===== config.mk =====
export PLATFORM = sky130hd
export DESIGN_NAME = hn_notify_rx
export DESIGN_NICKNAME = d
export VERILOG_FILES = /design/src/rtl/hn_pkg.sv /design/src/rtl/hn_bus_sync.sv /design/src/rtl/hn_frame_rx.sv /design/src/rtl/hn_event_reg.sv /design/src/rtl/hn_notify_rx.sv
export SDC_FILE = /design/constraint.sdc
export NUM_CORES = 1
export LEC_CHECK = 0
export BUFFER_PORTS_ARGS = -buffer_cell sky130_fd_sc_hd__buf_4
export CAP_MARGIN = 40
export CORE_UTILIZATION = 35
export CTS_BUF_LIST = sky130_fd_sc_hd__clkbuf_2 sky130_fd_sc_hd__clkbuf_4 sky130_fd_sc_hd__clkbuf_8
export DETAILED_ROUTE_END_ITERATION = 12
export HOLD_SLACK_MARGIN = 0.06
export PLACE_DENSITY = 0.56
export SKIP_LAST_GASP = 1
export SLEW_MARGIN = 20
export SYNTH_ARGS = -nofsm -noshare
export SYNTH_HDL_FRONTEND = slang
export SYNTH_HIERARCHICAL = 1
export SYNTH_SLANG_ARGS = --single-unit

===== constraint.sdc =====
create_clock -name clk -period 3.3 [get_ports clk]
set_input_delay 0.99 -clock clk [delete_from_list [all_inputs] [get_ports clk]]
set_output_delay 0.99 -clock clk [all_outputs]
set_load 0.01 [all_outputs]

===== src/rtl/hn_pkg.sv =====
package hn_pkg;
  // payload bytes after the address byte: sender address, word low, word high
  localparam int unsigned NOTIFY_BYTES = 3;
  localparam int unsigned CNT_W        = $clog2(NOTIFY_BYTES + 1);
  localparam int unsigned BIT_W        = 4;

  typedef enum logic [2:0] {
    RX_IDLE,
    RX_ADDR,
    RX_ACK,
    RX_DATA,
    RX_SKIP
  } rx_state_e;
endpackage


===== src/rtl/hn_bus_sync.sv =====
module hn_bus_sync #(
  parameter int unsigned STAGES = 2
) (
  input  logic clk,
  input  logic rst_n,
  input  logic scl_i,
  input  logic sda_i,
  output logic sda_lvl,
  output logic scl_rise,
  output logic scl_fall,
  output logic start_det,
  output logic stop_det
);
  logic [STAGES-1:0] scl_sh, sda_sh;
  logic scl_d, sda_d;
  logic scl_now, sda_now;

  assign scl_now = scl_sh[STAGES-1];
  assign sda_now = sda_sh[STAGES-1];

  // idle bus is high: reset to ones so no false edge appears at release
  always_ff @(posedge clk or negedge rst_n) begin
    if (!rst_n) begin
      scl_sh <= '1;
      sda_sh <= '1;
      scl_d  <= 1'b1;
      sda_d  <= 1'b1;
    end else begin
      scl_sh <= {scl_sh[STAGES-2:0], scl_i};
      sda_sh <= {sda_sh[STAGES-2:0], sda_i};
      scl_d  <= scl_now;
      sda_d  <= sda_now;
    end
  end

  assign sda_lvl   = sda_now;
  assign scl_rise  = scl_now & ~scl_d;
  assign scl_fall  = ~scl_now & scl_d;
  assign start_det = scl_now & scl_d & sda_d & ~sda_now;
  assign stop_det  = scl_now & scl_d & ~sda_d & sda_now;
endmodule


===== src/rtl/hn_frame_rx.sv =====
module hn_frame_rx
  import hn_pkg::*;
#(
  parameter logic [6:0] HOST_ADDR = 7'h08
) (
  input  logic        clk,
  input  logic        rst_n,
  input  logic        sda_lvl,
  input  logic        scl_rise,
  input  logic        scl_fall,
  input  logic        start_det,
  input  logic        stop_det,
  output logic        sda_oe,
  output logic        frame_ok,
  output logic [6:0]  dev_addr,
  output logic [15:0] word
);
  localparam logic [BIT_W-1:0] BYTE_BITS = BIT_W'(8);
  localparam logic [CNT_W-1:0] LAST_CNT  = CNT_W'(NOTIFY_BYTES);

  rx_state_e        state_q, state_n;
  logic [BIT_W-1:0] bitcnt_q, bitcnt_n;
  logic [CNT_W-1:0] cnt_q, cnt_n;
  logic [7:0]       shift_q, shift_n;
  logic [6:0]       dev_q, dev_n;
  logic [7:0]       lo_q, lo_n, hi_q, hi_n;
  logic             oe_q, oe_n;
  logic             byte_done;

  assign byte_done = scl_fall && (bitcnt_q == BYTE_BITS);

  always_comb begin
    state_n  = state_q;
    bitcnt_n = bitcnt_q;
    cnt_n    = cnt_q;
    shift_n  = shift_q;
    dev_n    = dev_q;
    lo_n     = lo_q;
    hi_n     = hi_q;
    oe_n     = oe_q;
    frame_ok = 1'b0;
    if (start_det) begin
      state_n  = RX_ADDR;
      bitcnt_n = '0;
      cnt_n    = '0;
      oe_n     = 1'b0;
    end else if (stop_det) begin
      // the stop is preceded by one clock rise, hence bit count 0 or 1
      if (state_q == RX_DATA && cnt_q == LAST_CNT && bitcnt_q <= BIT_W'(1))
        frame_ok = 1'b1;
      state_n = RX_IDLE;
      oe_n    = 1'b0;
    end else begin
      unique case (state_q)
        RX_ADDR, RX_DATA: begin
          if (scl_rise && bitcnt_q < BYTE_BITS) begin
            shift_n  = {shift_q[6:0], sda_lvl};
            bitcnt_n = bitcnt_q + BIT_W'(1);
          end else if (byte_done) begin
            if (state_q == RX_ADDR) begin
              if (shift_q[7:1] == HOST_ADDR && !shift_q[0]) begin
                state_n = RX_ACK;
                oe_n    = 1'b1;
              end else begin
                state_n = RX_SKIP;
              end
            end else if (cnt_q < LAST_CNT) begin
              case (cnt_q)
                CNT_W'(0): dev_n = shift_q[7:1];
                CNT_W'(1): lo_n  = shift_q;
                default:   hi_n  = shift_q;
              endcase
              cnt_n   = cnt_q + CNT_W'(1);
              state_n = RX_ACK;
              oe_n    = 1'b1;
            end else begin
              state_n = RX_SKIP;
            end
          end
        end
        RX_ACK: begin
          if (scl_fall) begin
            oe_n     = 1'b0;
            state_n  = RX_DATA;
            bitcnt_n = '0;
          end
        end
        default: ;
      endcase
    end
  end

  always_ff @(posedge clk or negedge rst_n) begin
    if (!rst_n) begin
      state_q  <= RX_IDLE;
      bitcnt_q <= '0;
      cnt_q    <= '0;
      shift_q  <= '0;
      dev_q    <= '0;
      lo_q     <= '0;
      hi_q     <= '0;
      oe_q     <= 1'b0;
    end else begin
      state_q  <= state_n;
      bitcnt_q <= bitcnt_n;
      cnt_q    <= cnt_n;
      shift_q  <= shift_n;
      dev_q    <= dev_n;
      lo_q     <= lo_n;
      hi_q     <= hi_n;
      oe_q     <= oe_n;
    end
  end

  assign sda_oe   = oe_q;
  assign dev_addr = dev_q;
  assign word     = {hi_q, lo_q};
endmodule


===== src/rtl/hn_event_reg.sv =====
module hn_event_reg #(
  parameter int unsigned DEV_W  = 7,
  parameter int unsigned DATA_W = 16
) (
  input  logic              clk,
  input  logic              rst_n,
  input  logic              frame_ok,
  input  logic [DEV_W-1:0]  dev_in,
  input  logic [DATA_W-1:0] word_in,
  input  logic              clr_i,
  output logic              pulse,
  output logic [DEV_W-1:0]  dev_out,
  output logic [DATA_W-1:0] data_out,
  output logic              pend,
  output logic              ovr
);
  logic pend_n, ovr_n, upd_en;
  logic [DEV_W-1:0]  dev_q;
  logic [DATA_W-1:0] data_q;
  logic pulse_q, pend_q, ovr_q;

  assign upd_en = frame_ok;

  always_comb begin
    pend_n = pend_q;
    ovr_n  = ovr_q;
    if (clr_i) begin
      pend_n = 1'b0;
      ovr_n  = 1'b0;
    end
    // a new event wins over a clear in the same cycle
    if (frame_ok) begin
      pend_n = 1'b1;
      ovr_n  = ovr_n | (pend_q & ~clr_i);
    end
  end

  always_ff @(posedge clk or negedge rst_n) begin
    if (!rst_n) begin
      pulse_q <= 1'b0;
      pend_q  <= 1'b0;
      ovr_q   <= 1'b0;
    end else begin
      pulse_q <= frame_ok;
      pend_q  <= pend_n;
      ovr_q   <= ovr_n;
    end
  end

  always_ff @(posedge clk or negedge rst_n) begin
    if (!rst_n) begin
      dev_q  <= '0;
      data_q <= '0;
    end else if (upd_en) begin
      dev_q  <= dev_in;
      data_q <= word_in;
    end
  end

  assign pulse    = pulse_q;
  assign dev_out  = dev_q;
  assign data_out = data_q;
  assign pend     = pend_q;
  assign ovr      = ovr_q;
endmodule


===== src/rtl/hn_notify_rx.sv =====
module hn_notify_rx #(
  parameter logic [6:0]  HOST_ADDR   = 7'h08,
  parameter int unsigned SYNC_STAGES = 2
) (
  input  logic        clk,
  input  logic        rst_n,
  input  logic        scl_i,
  input  logic        sda_i,
  input  logic        clr_i,
  output logic        sda_oe,
  output logic        notify_pulse,
  output logic [6:0]  notify_dev,
  output logic [15:0] notify_data,
  output logic        notify_pend,
  output logic        notify_ovr
);
  logic sda_lvl, scl_rise, scl_fall, start_det, stop_det;
  logic frame_ok;
  logic [6:0]  dev_addr;
  logic [15:0] word;

  hn_bus_sync #(.STAGES(SYNC_STAGES)) i_sync (
    .clk(clk), .rst_n(rst_n), .scl_i(scl_i), .sda_i(sda_i),
    .sda_lvl(sda_lvl), .scl_rise(scl_rise), .scl_fall(scl_fall),
    .start_det(start_det), .stop_det(stop_det)
  );

  hn_frame_rx #(.HOST_ADDR(HOST_ADDR)) i_frame (
    .clk(clk), .rst_n(rst_n), .sda_lvl(sda_lvl), .scl_rise(scl_rise),
    .scl_fall(scl_fall), .start_det(start_det), .stop_det(stop_det),
    .sda_oe(sda_oe), .frame_ok(frame_ok), .dev_addr(dev_addr), .word(word)
  );

  hn_event_reg #(.DEV_W(7), .DATA_W(16)) i_event (
    .clk(clk), .rst_n(rst_n), .frame_ok(frame_ok), .dev_in(dev_addr),
    .word_in(word), .clr_i(clr_i), .pulse(notify_pulse),
    .dev_out(notify_dev), .data_out(notify_data),
    .pend(notify_pend), .ovr(notify_ovr)
  );
endmodule


==> key figures <==
Finish
  • Most common cell after layout, fill and taps aside: dfrtp_1
  • Layout Nets: 261
  • N_diodes: 0
  • Highest-count cells in the layout ignoring fill and taps: dfrtp_1, mux2_2, buf_4
  • FILL cells: 792
  • Final Util: 41.9%
  • P&R area growth vs syn: 16.3%
  • Layout cell share with drive strength beyond 1: 46.2%

Run status
  • Status: complete, no violations

Placement
  • Dpl ws: 826 ps
  • PortBufs: 31
  • Gpl congestion: 0.792
  • Post-DP HPWL: 3.59 mm

Floorplan
  • # IOs: 32
  • Placeable Area: between 8000 and 9000 sq um
  • Row cnt: 34
  • Height of the die: 96.8 um
  • Die Width: roughly 97 um
  • Area of the die: 9370 sq um
  • Starting Density: 36.1%

Yosys
  • Top cells by area, synth: dfrtp_1, mux2_2, mux2_4
  • Post-synth top area share: 53.3%
  • Mapped Area: 3140 sq um
  • Flip-flop and latch count after synthesis: 73
  • Sequential share of the synthesized area: 58.3%
  • Synth warn: 6
  • Cell taking the most area after synthesis: dfrtp_1
  • Number of enable flip-flop cells after synthesis: 0
  • Synth async-reset ratio: 100%
  • Cells after Synth: between 200 and 250
  • Syn_area_per_cell: 14.9 sq um
  • Synthesized Nets: about 220
  • Netlist cell types: 38
  • Primary FF master, synth: dfrtp_1

Pwr
  • Sw Share: 26.3%
  • Seq pwr share: 56.7%
  • Clock share of power: 34.6%
  • Internal power: 1.34 mW
  • VDD IR max: 0.202 mV
  • Pwr Density: 499 nW/um^2
  • Combinational Power Share: approximately 8.7%
  • Leakage: 1.78 nW
  • Sw power: 0.480 mW
  • Total chip power: 1.82 mW

Critical path
  • Critical Path Source: i_sync/sda_sh[1]$_DFF_PN1_
  • Crit. End Element: flop
  • Worst-path cell chain: and4b_1 > or4b_4 > or3b_1 > mux2_2
  • CP max stage delay: roughly 600 ps
  • Worst Reg2Reg Path Length in Cells: 4
  • Arrival @ worst endpoint: 2720 ps
  • CP required: approximately 3500 ps
  • Reg2Reg Setup Slack: 800 ps
  • Crit Reg-Reg Endpoint: i_frame/shift_q[2]$_DFFE_PN0P_
  • Worst setup path end: i_frame/shift_q[2]$_DFFE_PN0P_
  • Critical-path top delay cell: or4b_4
  • Startpoint class of the critical path: flop
  • Reg2reg start: i_sync/sda_sh[1]$_DFF_PN1_
  • Kind of critical path: flop to flop
  • Crit-path max FO: 9

Drt
  • Met1 Wirelength: 2.69 mm
  • Met3 WL: 249 um
  • DRC viols: 0
  • DR WL met2: between 2 and 2.5 mm
  • Max layer used: met4
  • Vias per inst: 4.89
  • Post-DR wirelength/cell: 15.0 um
  • Initial drt markers: 38
  • Vias: 1,766
  • Initial DRT Pass Iterations: 4
  • Post-DRT Antenna Nets: 0
  • Final wirelength: 5.43 mm

Timing
  • Worst-Margin Slew: 556 ps
  • Setup tns final: 0 ps
  • FMAX: 0.399 GHz
  • Minimum clock period: 2500 ps
  • Setup ws final: just under 800 ps
  • Unrepaired setup endpoints after global routing: no
  • Fin crit share: 75.9%
  • Worst hold slack: 358 ps
  • Rel. slew slack: 62.6%
  • Final setup fails: 0
  • Final clock skew: 11.4 ps
  • Final Hold Fails: 0
  • Slew Viols, Final: 0

Clock network
  • Setup Buffers After CTS: 0
  • Clk Latency, worst-skew pair: 340 ps
  • Clock sinks: 73
  • Hold-fix buffers, CTS: 0
  • CTS tree: yes
  • CTS Root Cell: clkbuf_8
  • Bufs on Longest Clock Path: 2
  • H-tree depth: 3
  • Clock-pin slew on the worst setup and hold paths: 80 ps
  • Clock buffer count from CTS: 9
  • Post_cts resized: 0

Hold path
  • Startpoint of the worst hold path: i_sync/scl_sh[0]$_DFF_PN1_
  • Hold Path Class: flop to flop

GRT
  • All-layer global routing usage: 12.6%
  • Initial antenna violation count: 0
  • First-pass GRT wire length: 9.32 mm
  • Number of global-route vias before repair: 1,769
  • Grt ovf: 0
  • Pin count of the biggest net entering global routing: 53

Run
  • Max-Cap Viols: 0
## cell type report
| class | count | area (sq um) | share of cell area (%) |
|---|---|---|---|
| Sequential cell | 73 | 1830 | 50.2 |
| Multi-Input combinational cell | 122 | 1200 | 32.9 |
| Timing Repair Buffer | 33 | 268 | 7.32 |
| Clock buffer | 11 | 151 | 4.14 |
| Tap cell | 108 | 135 | 3.69 |
| Inverter | 10 | 37.5 | 1.03 |
| Clock inverter | 4 | 28.8 | 0.787 |
## state kept, by name (all words and copies together), names as in the netlist
signal	count
i_event/data_out	16
i_frame/hi_q	8
i_frame/lo_q	8
i_frame/shift_q	8
i_event/dev_out	7
i_frame/dev_addr	7
i_frame/bitcnt_q	4
i_frame/state_q	3
i_frame/cnt_q	2
i_sync/scl_sh	2
i_sync/sda_sh	2
i_event/ovr	1
i_event/pend	1
i_event/pulse	1
i_frame/sda_oe	1
i_sync/scl_d	1
i_sync/sda_d	1
## worst min-delay path by stage
| stage | endpoint | depth (start not counted) |
|---|---|---|
| floorplan | i_sync/scl_sh[1]$_DFF_PN1_ | 0 |
| global placement | i_sync/scl_sh[1]$_DFF_PN1_ | 0 |
| detailed placement | i_sync/scl_sh[1]$_DFF_PN1_ | 0 |
| CTS | i_sync/scl_sh[1]$_DFF_PN1_ | 0 |
| global route | i_sync/scl_sh[1]$_DFF_PN1_ | 0 |
| finish | i_sync/scl_sh[1]$_DFF_PN1_ | 0 |
## metal layers
layer / track usage, % / vias up
met2: 18.6 / 39
met5: 0 / -
met1: 17.4 / 885
met4: 3.10 / 0
li1: - / 836
met3: 4.77 / 6
## worst max-delay path, delay by kind of cell, from the launching register on
| kind | cells | cell delay, ps |
|---|---|---|
| and+or+nand+nor | 3 | 1490 |
| DFF | 1 | 560 |
| muxes | 1 | 350 |
## power by group through the flow
stage	Combinational (mW)	Clock, mW	Sequential [mW]
after floorplan	0.113	0	1.02
after global placement	0.155	0	1.06
after detailed placement	0.160	0	1.06
after CTS	0.161	0.658	1.04
after global routing	0.181	0.690	1.05
final	0.159	0.630	1.03
## stage by stage
| stage | instances | cell area [sq um] |
|---|---|---|
| global route | 361 | 3660 |
| CTS | 361 | 3660 |
| detailed placement | 346 | 3480 |
| global placement | 345 | 3450 |
| finish | 361 | 3660 |
| floorplan | 211 | 3140 |
## kinds of logic after synthesis
group / after synthesis / share of synthesized area (%)
flip-flops: 73 / 58.3
multiplexers: 56 / 22.2
AND/OR/NAND/NOR: 39 / 8.32
AO/OA/AOI/OAI: 18 / 4.18
buffers and inverters: 16 / 3.66
adder cells (fa/ha/maj): 7 / 2.79
XOR/XNOR: 2 / 0.557
## cells in the mapped netlist, types with 2 or more instances
master	instances
a2111oi_0	2
a21oi_1	3
a22o_1	2
a311oi_1	2
and4b_1	2
buf_12	2
buf_6	3
dfrtp_1	67
dfstp_2	6
ha_1	7
inv_1	10
mux2_2	37
mux2_4	18
nand2_1	5
nand2_2	3
nand3b_1	4
nor2_1	7
nor2b_1	6
nor4_1	4
o21ai_0	3
(Power assumes the default switching activity.)
